==> config.mk <==
export PLATFORM = sky130hd
export DESIGN_NAME = tsense_regbank
export DESIGN_NICKNAME = d
export VERILOG_FILES = /design/src/rtl/tsense_pkg.sv /design/src/rtl/tsense_limits.sv /design/src/rtl/tsense_alarm.sv /design/src/rtl/tsense_event.sv /design/src/rtl/tsense_regbank.sv
export SDC_FILE = /design/constraint.sdc
export NUM_CORES = 1
export LEC_CHECK = 0
export ABC_AREA = 1
export BUFFER_PORTS_ARGS = -buffer_cell sky130_fd_sc_hd__buf_4
export CAP_MARGIN = 20
export CELL_PAD_IN_SITES_DETAIL_PLACEMENT = 0
export CELL_PAD_IN_SITES_GLOBAL_PLACEMENT = 1
export CORE_AREA = 2 2 114 116
export CTS_BUF_LIST = sky130_fd_sc_hd__clkbuf_8
export DETAILED_ROUTE_END_ITERATION = 10
export DIE_AREA = 0 0 116 118
export PLACE_DENSITY_LB_ADDON = 0.1
export RECOVER_POWER = 50
export SETUP_SLACK_MARGIN = 0.1
export SYNTH_ARGS = -nofsm -noshare
export SYNTH_HDL_FRONTEND = slang
export SYNTH_SLANG_ARGS = --single-unit
==> constraint.sdc <==
create_clock -name clk -period 6.3 [get_ports clk]
set_input_delay 0 -clock clk [delete_from_list [all_inputs] [get_ports clk]]
set_output_delay 0 -clock clk [all_outputs]
set_load 0.1 [all_outputs]
==> src/rtl/tsense_pkg.sv <==
`timescale 1ns/1ps
// Package: shared pointer codes, configuration bit positions, alarm
// record and hysteresis decode for the temperature alarm register bank.
package tsense_pkg;
    localparam int WORD_W = 16;
    localparam int PTR_W  = 8;
    localparam int CFG_W  = 11;

    localparam logic [PTR_W-1:0] PTR_CAP   = 8'h00;
    localparam logic [PTR_W-1:0] PTR_CFG   = 8'h01;
    localparam logic [PTR_W-1:0] PTR_UPPER = 8'h02;
    localparam logic [PTR_W-1:0] PTR_LOWER = 8'h03;
    localparam logic [PTR_W-1:0] PTR_CRIT  = 8'h04;
    localparam logic [PTR_W-1:0] PTR_TEMP  = 8'h05;
    localparam logic [PTR_W-1:0] PTR_MFR   = 8'h06;
    localparam logic [PTR_W-1:0] PTR_DEV   = 8'h07;

    localparam int CB_CRIT_ONLY = 2;
    localparam int CB_CRIT_LOCK = 6;
    localparam int CB_EVT_LOCK  = 7;
    localparam int CB_SHDN      = 8;
    localparam int CB_HYST_LO   = 9;

    typedef struct packed {
        logic crit;
        logic above;
        logic below;
    } alarm_t;

    // Hysteresis width in LSB for a two-bit code.
    function automatic logic [6:0] hyst_lsb(input logic [1:0] code);
        case (code)
            2'd1:    return 7'd24;
            2'd2:    return 7'd48;
            2'd3:    return 7'd96;
            default: return 7'd0;
        endcase
    endfunction
endpackage

==> src/rtl/tsense_limits.sv <==
`timescale 1ns/1ps
// tsense_limits: configuration word and the three limit registers.
// Applies sticky lock bits and clamps written limits to the legal range.
// Assumes one write per cycle, decoded from the pointer in the same cycle.
module tsense_limits
    import tsense_pkg::*;
#(
    parameter int TEMP_W        = 13,
    parameter bit EXT_RANGE     = 1'b1,
    parameter int LIMIT_MAX     = 2000,
    parameter int LIMIT_MIN_EXT = -640
) (
    input  logic                     clk,
    input  logic                     rst_n,
    input  logic                     wr_en,
    input  logic [PTR_W-1:0]         ptr,
    input  logic [CFG_W-1:0]         wr_cfg,
    input  logic [TEMP_W-1:0]        wr_val,
    output logic [CFG_W-1:0]         cfg_q,
    output logic signed [TEMP_W-1:0] upper_q,
    output logic signed [TEMP_W-1:0] lower_q,
    output logic signed [TEMP_W-1:0] crit_q
);
    localparam int CW = TEMP_W + 2;
    localparam int LO_BOUND = EXT_RANGE ? LIMIT_MIN_EXT : 0;
    localparam logic signed [CW-1:0] HI_B = CW'(LIMIT_MAX);
    localparam logic signed [CW-1:0] LO_B = CW'(LO_BOUND);

    logic signed [CW-1:0]     wv;
    logic signed [TEMP_W-1:0] clamped;
    logic [CFG_W-1:0]         cfg_next;
    logic                     evt_locked, crit_locked;

    assign wv          = $signed({{(CW-TEMP_W){wr_val[TEMP_W-1]}}, wr_val});
    assign evt_locked  = cfg_q[CB_EVT_LOCK];
    assign crit_locked = cfg_q[CB_CRIT_LOCK];

    // Clamp the written limit into the legal window.
    always_comb begin
        if (wv > HI_B)      clamped = HI_B[TEMP_W-1:0];
        else if (wv < LO_B) clamped = LO_B[TEMP_W-1:0];
        else                clamped = wv[TEMP_W-1:0];
    end

    // Next configuration: lock bits are sticky once set.
    always_comb begin
        cfg_next = wr_cfg;
        cfg_next[CB_CRIT_LOCK] = wr_cfg[CB_CRIT_LOCK] | crit_locked;
        cfg_next[CB_EVT_LOCK]  = wr_cfg[CB_EVT_LOCK]  | evt_locked;
    end

    // Register writes, gated by the lock bits.
    always_ff @(posedge clk) begin
        if (!rst_n) begin
            cfg_q   <= '0;
            upper_q <= '0;
            lower_q <= '0;
            crit_q  <= '0;
        end else if (wr_en) begin
            case (ptr)
                PTR_CFG:   cfg_q <= cfg_next;
                PTR_UPPER: if (!evt_locked)  upper_q <= clamped;
                PTR_LOWER: if (!evt_locked)  lower_q <= clamped;
                PTR_CRIT:  if (!crit_locked) crit_q  <= clamped;
                default: ;
            endcase
        end
    end

    AST_CRIT_FROZEN: assert property (@(posedge clk) disable iff (!rst_n)
        (crit_locked && wr_en && ptr == PTR_CRIT) |=> $stable(crit_q));
    AST_EVT_FROZEN: assert property (@(posedge clk) disable iff (!rst_n)
        (evt_locked && wr_en && (ptr == PTR_UPPER || ptr == PTR_LOWER))
        |=> ($stable(upper_q) && $stable(lower_q)));
    AST_CRIT_LOCK_STICKY: assert property (@(posedge clk) disable iff (!rst_n)
        crit_locked |=> cfg_q[CB_CRIT_LOCK]);
    AST_EVT_LOCK_STICKY: assert property (@(posedge clk) disable iff (!rst_n)
        evt_locked |=> cfg_q[CB_EVT_LOCK]);
    AST_NO_STRAY_WRITE: assert property (@(posedge clk) disable iff (!rst_n)
        (wr_en && (ptr < PTR_CFG || ptr > PTR_CRIT))
        |=> ($stable(cfg_q) && $stable(upper_q) && $stable(lower_q) && $stable(crit_q)));
    AST_LIMIT_WINDOW: assert property (@(posedge clk) disable iff (!rst_n)
        (CW'(upper_q) <= HI_B && CW'(upper_q) >= LO_B && CW'(crit_q) <= HI_B
         && CW'(crit_q) >= LO_B && CW'(lower_q) <= HI_B && CW'(lower_q) >= LO_B));
endmodule

==> src/rtl/tsense_alarm.sv <==
`timescale 1ns/1ps
// tsense_alarm: captures converter samples and evaluates the three alarm
// flags with hysteresis. Flags are re-evaluated only when a sample is
// accepted; shutdown blocks acceptance. Limits are used as currently held.
module tsense_alarm
    import tsense_pkg::*;
#(
    parameter int TEMP_W = 13
) (
    input  logic                     clk,
    input  logic                     rst_n,
    input  logic                     smp_valid,
    input  logic [TEMP_W-1:0]        smp_temp,
    input  logic                     shutdown,
    input  logic [1:0]               hyst_code,
    input  logic signed [TEMP_W-1:0] upper,
    input  logic signed [TEMP_W-1:0] lower,
    input  logic signed [TEMP_W-1:0] crit,
    output logic [TEMP_W-1:0]        temp_q,
    output alarm_t                   flags_q
);
    localparam int CW = TEMP_W + 2;

    logic signed [CW-1:0] t, u, l, c, h;
    logic                 take;
    alarm_t               flags_d;

    assign take = smp_valid && !shutdown;
    assign t = $signed({{(CW-TEMP_W){smp_temp[TEMP_W-1]}}, smp_temp});
    assign u = CW'(upper);
    assign l = CW'(lower);
    assign c = CW'(crit);
    assign h = $signed({{(CW-7){1'b0}}, hyst_lsb(hyst_code)});

    // Set-on-cross, clear-after-hysteresis evaluation of each flag.
    always_comb begin
        flags_d.above = (t > u)  || (flags_q.above && !(t <= u - h));
        flags_d.below = (t < l)  || (flags_q.below && !(t >= l + h));
        flags_d.crit  = (t >= c) || (flags_q.crit  && !(t < c - h));
    end

    // Capture the sample and flags together when accepted.
    always_ff @(posedge clk) begin
        if (!rst_n) begin
            temp_q  <= '0;
            flags_q <= '0;
        end else if (take) begin
            temp_q  <= smp_temp;
            flags_q <= flags_d;
        end
    end

    AST_SHDN_HOLD: assert property (@(posedge clk) disable iff (!rst_n)
        shutdown |=> ($stable(temp_q) && $stable(flags_q)));
    AST_FLAGS_NEED_SAMPLE: assert property (@(posedge clk) disable iff (!rst_n)
        !take |=> $stable(flags_q));
    AST_ABOVE_SETS: assert property (@(posedge clk) disable iff (!rst_n)
        (take && t > u) |=> flags_q.above);
    AST_CRIT_SETS: assert property (@(posedge clk) disable iff (!rst_n)
        (take && t >= c) |=> flags_q.crit);
    AST_BELOW_SETS: assert property (@(posedge clk) disable iff (!rst_n)
        (take && t < l) |=> flags_q.below);
endmodule

==> src/rtl/tsense_event.sv <==
`timescale 1ns/1ps
// tsense_event: registered active-low event pin built from the alarm
// flags, optionally restricted to the critical flag.
module tsense_event
    import tsense_pkg::*;
(
    input  logic   clk,
    input  logic   rst_n,
    input  alarm_t flags,
    input  logic   crit_only,
    output logic   event_n
);
    logic fire;

    assign fire = crit_only ? flags.crit : (flags.crit | flags.above | flags.below);

    // Register the inverted event condition.
    always_ff @(posedge clk) begin
        if (!rst_n) event_n <= 1'b1;
        else        event_n <= !fire;
    end

    AST_EVENT_QUIET: assert property (@(posedge clk) disable iff (!rst_n)
        (flags == '0) |=> event_n);
    AST_CRITONLY_MASK: assert property (@(posedge clk) disable iff (!rst_n)
        (crit_only && !flags.crit) |=> event_n);
    AST_CRIT_FIRES: assert property (@(posedge clk) disable iff (!rst_n)
        flags.crit |=> !event_n);
endmodule

==> src/rtl/tsense_regbank.sv <==
`timescale 1ns/1ps
// tsense_regbank: top of the temperature alarm register bank. Holds the
// pointer-addressed register file, routes samples to the alarm logic and
// drives the event pin. Reads are combinational; writes take one cycle.
module tsense_regbank
    import tsense_pkg::*;
#(
    parameter int          TEMP_W        = 13,
    parameter bit          EXT_RANGE     = 1'b1,
    parameter int          LIMIT_MAX     = 2000,
    parameter int          LIMIT_MIN_EXT = -640,
    parameter logic [15:0] MFR_CODE      = 16'h1A2B,
    parameter logic [15:0] DEV_CODE      = 16'h3C01
) (
    input  logic              clk,
    input  logic              rst_n,
    input  logic [PTR_W-1:0]  acc_ptr,
    input  logic              acc_wr,
    input  logic [WORD_W-1:0] acc_wdata,
    output logic [WORD_W-1:0] acc_rdata,
    input  logic              smp_valid,
    input  logic [TEMP_W-1:0] smp_temp,
    output logic              event_n
);
    localparam int PAD_T = WORD_W - TEMP_W;
    localparam int PAD_C = WORD_W - CFG_W;

    logic [CFG_W-1:0]         cfg_q;
    logic signed [TEMP_W-1:0] upper_q, lower_q, crit_q;
    logic [TEMP_W-1:0]        temp_q;
    alarm_t                   flags_q;
    logic [WORD_W-1:0]        cap_word;

    assign cap_word = {{(WORD_W-3){1'b0}}, EXT_RANGE, 2'b00};

    tsense_limits #(
        .TEMP_W(TEMP_W), .EXT_RANGE(EXT_RANGE),
        .LIMIT_MAX(LIMIT_MAX), .LIMIT_MIN_EXT(LIMIT_MIN_EXT)
    ) u_limits (
        .clk(clk), .rst_n(rst_n), .wr_en(acc_wr), .ptr(acc_ptr),
        .wr_cfg(acc_wdata[CFG_W-1:0]), .wr_val(acc_wdata[TEMP_W-1:0]),
        .cfg_q(cfg_q), .upper_q(upper_q), .lower_q(lower_q), .crit_q(crit_q)
    );

    tsense_alarm #(.TEMP_W(TEMP_W)) u_alarm (
        .clk(clk), .rst_n(rst_n), .smp_valid(smp_valid), .smp_temp(smp_temp),
        .shutdown(cfg_q[CB_SHDN]), .hyst_code(cfg_q[CB_HYST_LO+1:CB_HYST_LO]),
        .upper(upper_q), .lower(lower_q), .crit(crit_q),
        .temp_q(temp_q), .flags_q(flags_q)
    );

    tsense_event u_event (
        .clk(clk), .rst_n(rst_n), .flags(flags_q),
        .crit_only(cfg_q[CB_CRIT_ONLY]), .event_n(event_n)
    );

    // Combinational read multiplexer over the pointer map.
    always_comb begin
        case (acc_ptr)
            PTR_CAP:   acc_rdata = cap_word;
            PTR_CFG:   acc_rdata = {{PAD_C{1'b0}}, cfg_q};
            PTR_UPPER: acc_rdata = {{PAD_T{1'b0}}, upper_q};
            PTR_LOWER: acc_rdata = {{PAD_T{1'b0}}, lower_q};
            PTR_CRIT:  acc_rdata = {{PAD_T{1'b0}}, crit_q};
            PTR_TEMP:  acc_rdata = {flags_q.crit, flags_q.above, flags_q.below,
                                    {(PAD_T-3){1'b0}}, temp_q};
            PTR_MFR:   acc_rdata = MFR_CODE;
            PTR_DEV:   acc_rdata = DEV_CODE;
            default:   acc_rdata = '0;
        endcase
    end

    AST_EVENT_AFTER_RESET: assert property (@(posedge clk)
        !rst_n |=> event_n);
endmodule

---- Word-level counts from Yosys, hierarchy flattened ----
Index checks and enable logic that the tools add are counted.
word-level totals
  bits in registers ....................... 67
  latch bits .............................. 0
  RAM bits ................................ 0
  memory bits (read-only) ................. 0
  bits of input ports ..................... 41
  memories kept ........................... 0
cells by class
  $add $sub $neg .......................... 3
  multiply operators ...................... 0
  div/mod/pow operators ................... 0
  order comparisons ....................... 8
  equality and inequality tests ........... 10
  shift-type cells ........................ 0
  mux-type cells .......................... 5
  bitwise gates (word level) .............. 6
  reduce and logical (&&, ||, !) cells .... 17
operators with widths
  kind                                                                                count
  16-bit case mux with 8 select lines                                                 1
  8-bit by 3-bit == test with 1-bit output (second input constant)                    4
  13-bit by 8-bit subtractor with 14-bit output                                       2
  13-bit two-way mux                                                                  2
  7-bit case mux with 3 select lines                                                  1
  8-bit by 2-bit == test with 1-bit output (second input constant)                    2
  13-bit by 8-bit adder with 14-bit output                                            1
  13-bit by 14-bit >= comparator with 1-bit output                                    1
  13-bit by 14-bit <= comparator with 1-bit output                                    1
  13-bit by 14-bit < comparator with 1-bit output                                     1
  13-bit >= comparator                                                                1
  13-bit by 12-bit greater-than comparator with 1-bit output (second input constant)  1
  13-bit greater-than comparator                                                      1
  13-bit by 11-bit < comparator with 1-bit output (second input constant)             1
  13-bit < comparator                                                                 1
  3-bit AND reduction                                                                 3
  8-bit by 1-bit == test with 1-bit output (second input constant)                    1
  8-bit zero test                                                                     1
  1-bit zero test                                                                     5
  2-bit == test (second input constant)                                               2
  1-bit logical AND                                                                   4
  1-bit OR                                                                            4
  1-bit logical OR                                                                    3
  2-bit by 1-bit == test with 1-bit output (second input constant)                    1
  3 further kinds                                                                     4

---- Logic depth before layout (Yosys ltp) ----
  word-level depth ........................ 7
  gate-level depth with buffers ........... 24
  mapped depth without buffers ............ 24

---- Hierarchy ----
Synthesis repeated with hierarchy kept, for this count alone.
unflattened totals
  cell total of the unflattened synthesis .. 986
  area, all modules ....................... 6429.9 um2
modules (own cells, without submodules)
  module          times used  cells an instance  area an instance (um2)  seq. area each (um2)
  tsense_alarm    1           498                3313.2                  320.3
  tsense_limits   1           293                2183.3                  1001.0
  tsense_regbank  1           189                893.4                   0.0
  tsense_event    1           6                  40.0                    20.0

---- Worst setup path after synthesis ----
Ideal clock, no wire load.
  kind .................................... register to register
  from .................................... register u_limits.cfg_q[10]
  to ...................................... register, netlist name u_alarm.flags_q[0]
  library setup time ...................... 0.132 ns
  arrival time ............................ 2.893 ns
  path slack .............................. 3.276 ns
  cell stages (with the launch flop) ...... 25
  buffers on the path ..................... 0
  period minus slack after synthesis ...... 3.024 ns
  cell sequence ........................... dfxtp_1 -> inv_1 -> ha_1 -> inv_1 -> ha_1 -> nand3_1 -> nand2_1 -> a21oi_1 -> nor2_1 -> nand2_1 -> nor2_1 -> nand3_1 -> xor2_1 -> ha_1 -> nand2_1 -> nor2_1 -> inv_1 -> nor2_1 -> nand2_1 -> nand2_1 -> nand2_1 -> nand3_1 -> nand2_1 -> nand2_1 -> a21oi_1
on the way
  longest elaborated chain between the ends .. 7
  elaborated cells on any way between the ends .. 9
  those cells by class .................... add/sub: 1; order compare: 1; eq/ne: 3; mux: 1; reduce/logical: 3
RTL lines
  item                                                                              RTL line             source
  start: declaration                                                                tsense_limits.sv:19  output logic [CFG_W-1:0] cfg_q,
  start signal: assignment                                                          tsense_limits.sv:61  PTR_CFG: cfg_q <= cfg_next;
  2-bit == test / 2-bit by 1-bit == test with 1-bit output (equally long branches)  tsense_pkg.sv:32     case (code)
  7-bit case mux with 3 select lines (*)                                            tsense_pkg.sv:32
  13-bit by 8-bit adder with 14-bit output (*)                                      tsense_alarm.sv:38   flags_d.below = (t < l) || (flags_q.below && !(t >= l + h));
  13-bit by 14-bit >= comparator with 1-bit output (*)                              tsense_alarm.sv:38
  1-bit zero test (*)                                                               tsense_alarm.sv:38
  1-bit logical AND (*)                                                             tsense_alarm.sv:38
  1-bit logical OR (*)                                                              tsense_alarm.sv:38
Every way passes the cells marked *; elsewhere a longest branch is shown, timed or not.
A chain may end at the register's enable or synchronous reset.

---- Final worst setup path ----
  from .................................... register u_limits.cfg_q[10]
  to ...................................... register, netlist name u_alarm.flags_q[0]
on the way
  longest elaborated chain between the ends .. 7
  elaborated cells on any way between the ends .. 9
  those cells by class .................... add/sub: 1; order compare: 1; eq/ne: 3; mux: 1; reduce/logical: 3
RTL lines
  item                                                                              RTL line
  2-bit == test / 2-bit by 1-bit == test with 1-bit output (equally long branches)  tsense_pkg.sv:32
  7-bit case mux with 3 select lines (*)                                            tsense_pkg.sv:32
  13-bit by 8-bit adder with 14-bit output (*)                                      tsense_alarm.sv:38
  13-bit by 14-bit >= comparator with 1-bit output (*)                              tsense_alarm.sv:38
  1-bit zero test (*)                                                               tsense_alarm.sv:38
  1-bit logical AND (*)                                                             tsense_alarm.sv:38
  1-bit logical OR (*)                                                              tsense_alarm.sv:38
Marked as above.

==> flow_summary.yaml <==
clock_tree:
  cts_tree: "done"
  postCtsResizedCells: 0
  numCtsBuffers: 9
  cts_root_buffer: "clkbuf_8"
  htreeDepth: 3
  clk_path_buf_depth: 2
  cts_hold_buf: 12
  clkSinkCount: 67
  insertion_delay_ps: 350
  cts.clk_slew.worst_paths_ps: 70
  cts_setup_buffers: 0
hold_path:
  hp-start: "smp_temp[3]"
  worstHoldPathType: "input pin to flip-flop"
worst_setup_path:
  cp_max_fo: 5
  reg2reg_slack_ps: 2550
  r2r_start: "u_limits.cfg_q[10]"
  crit_path_end_kind: "flip-flop"
  crit_path_frequent_cell: "nand2_1"
  required_ps: 6490
  criticalPathCategory: "flip-flop to flip-flop"
  cp.arrival_ps: 3950
  slowest_stage: "ha_1"
  path_buf_inv: 3
  crit_path_cell_trace: "inv_1 > ha_1 > inv_1 > ha_1 > nand3_1 > nand2_1 > a21oi_1 > nor2_1 > nand2_1 > nor2_1 > nand3_1 > xor2_1 > ha_1 > nand2_1 > nor2_1 > inv_1 > nor2_1 > nand2_1 > nand2_1 > nand2_1 > nand3_1 > nand2_1 > nand2_1 > a21oi_1"
  endpoint: "u_alarm.flags_q[0]"
  worst_r2r_path_depth: 24
  cp_slowest_stage_delay_ps: 530
  cp.depth: 24
  worstSetupStartpoint: "u_limits.cfg_q[10]"
  critPathTopFamily: "simple AND/OR/NAND/NOR gates"
  crit_path_start_kind: "flip-flop"
  worstReg2RegEnd: "u_alarm.flags_q[0]"
floorplan:
  fp.dieW_um: 116
  start_util: 0.471
  rows: 41
  ios: 58
  dieArea_um2: 13700
  die_y_um: 118
  core-area_um2: 12400
grt:
  grt_pass1_vias: 5548
  grt_usage: 0.290
  grt_max_degree: 46
  grt_pass1_wl_mm: 29.9
  overflow: 0
  antenna_found_initial: 0
drt:
  wl_per_cell_um: 17.8
  postRouteAntennaNets: 0
  drtPass1Iterations: 5
  vias: 5823
  viasPerCell: 5.39
  drt_wl_total_mm: 19.3
  drt_iter0_markers: 457
  drcViolationCount: 0
power:
  sw_frac_of_total: 0.309
  switchingPower_mw: 0.290
  totalPowerFinal_mw: 0.937
  power_frac_comb: 0.204
  power.density_nw_per_um2: 144
  pwr-share-clk: 0.330
  p_int_mw: 0.647
  irDropWorstVdd_v: 0.000109
  leakage_nw: 3.00
  pwr-share-seq: 0.467
final_layout:
  n_fill_cell: 1286
  area_growth_pct: 11.4
  final_core_util: 0.524
  diodes: 0
  mostFrequentLayoutCells: "nand2_1, inv_1, a21oi_1"
  final_common_cell: "nand2_1"
  fin_area_um2: 6510
  layout-drive-gt1-share: 0.0836
  final_nets: 1036
sta:
  setup_viol: 0
  finClkSkew_ps: 8.52
  finalCriticalPeriod_ps: 3750
  relSlewSlack: 0.222
  worstMarginPinSlew_ps: 1170
  max_freq_ghz: 0.267
  grt_setup_unrepaired: "false"
  hold_viol_final: 0
  setup_tns_ps: 0
  slew_violations: 0
  period_share: 0.596
yosys:
  synth_top_cell_area_share: 0.230
  syn_nets: 977
  synthArstFlopShare: 0
  synth_area_um2: 5840
  ys_types: 42
  synth_cells: 846
  synth_area_leaders: "dfxtp_1, ha_1, nand2_1, inv_1, a21oi_1"
  seq_area_frac_synth: 0.230
  yosys_warnings: 0
  synth.largest_area_cell: "dfxtp_1"
  avgSynthCellArea_um2: 6.91
  ys_seq_elements: 67
  synthFlopType: "dfxtp_1"
  synth-edff-count: 0
run:
  drv_cap: 0
run_status:
  status: "finished clean"
placement:
  dp_hpwl_mm: 15.1
  port_buffers: 54
  gp_congestion: 0.975
  place_area_um2: 6330
==> power groups by stage <==
stage	logic, mW	clock network [mW]	registers (mW)
final	0.191	0.309	0.437
after global routing	0.216	0.328	0.438
after CTS	0.192	0.313	0.437
after detailed placement	0.186	0	0.447
after global placement	0.180	0	0.447
after floorplan	0.113	0	0.450
==> how the worst min path moves through the flow <==
| stage | endpoint | slack (ps) | depth (start not counted) |
|---|---|---|---|
| after global placement | u_limits.cfg_q[5] | 260 | 3 |
| after floorplan | u_limits.cfg_q[6] | 140 | 2 |
| after global routing | u_alarm.temp_q[3] | 40 | 3 |
| final | u_alarm.temp_q[3] | 30 | 3 |
| after CTS | u_alarm.temp_q[3] | 10 | 3 |
| after detailed placement | u_limits.cfg_q[3] | 270 | 3 |
==> synthesized netlist by cell type (8+ instances only) <==
library cell,instances
nand2_1,153
inv_1,146
a21oi_1,100
ha_1,87
dfxtp_1,67
nand3_1,59
o21ai_0,52
nor2_1,47
xor2_1,19
o22ai_1,11
a21oi_2,10
nand4_1,8
nor3_1,8
o21ai_1,8
==> through the flow <==
stage	hold WS [ps]	std cells	setup WS, ps
global placement	261	1053	2670
finish	31.2	1081	2550
CTS	14.1	1080	2560
detailed placement	271	1053	2580
global route	36.8	1081	2210
floorplan	136	846	3280
==> worst reg2reg max path, stage by stage (launching register included) <==
cell and delay, ps:
dfxtp_1 420, inv_1 180, ha_1 540, inv_1 170, ha_1 310, nand3_1 70
nand2_1 100, a21oi_1 90, nor2_1 100, nand2_1 80, nor2_1 150, nand3_1 110
xor2_1 160, ha_1 290, nand2_1 60, nor2_1 140, inv_1 70, nor2_1 150
nand2_1 90, nand2_1 70, nand2_1 40, nand3_1 60, nand2_1 50, nand2_1 70
a21oi_1 50
==> flip-flops by register name, indices dropped and copies added (netlist names) <==
name,cells
u_alarm.temp_q,13
u_limits.lower_q,13
u_alarm.flags_q,3
u_limits.crit_q,13
u_limits.upper_q,13
u_limits.cfg_q,11
u_event.event_n,1
==> routing by layer <==
metal  track usage  routed length (um)
met2         0.459                8640
met5             0                   0
met1         0.399                8760
met4         0.112                 657
met3        0.0371                1220
==> cell type report <==
cell class / instances / area [um2] / share of cell area
tap: 172 / 215 / 0.0331
multi-input combinational: 607 / 3740 / 0.574
sequential: 67 / 1340 / 0.206
clock buffer: 10 / 138 / 0.0211
timing repair buffer: 68 / 484 / 0.0744
clock inverter: 5 / 22.5 / 0.00346
inverter: 152 / 571 / 0.0876
==> kinds of logic after synthesis <==
| group | count (synthesis) | synth area share |
|---|---|---|
| compound gates | 201 | 0.191 |
| fa+ha+maj | 90 | 0.197 |
| flops | 67 | 0.230 |
| buf+inv | 172 | 0.122 |
| xor+xnor | 22 | 0.0330 |
| simple gates | 294 | 0.228 |
No activity file was read; power rests on OpenSTA's default activity.
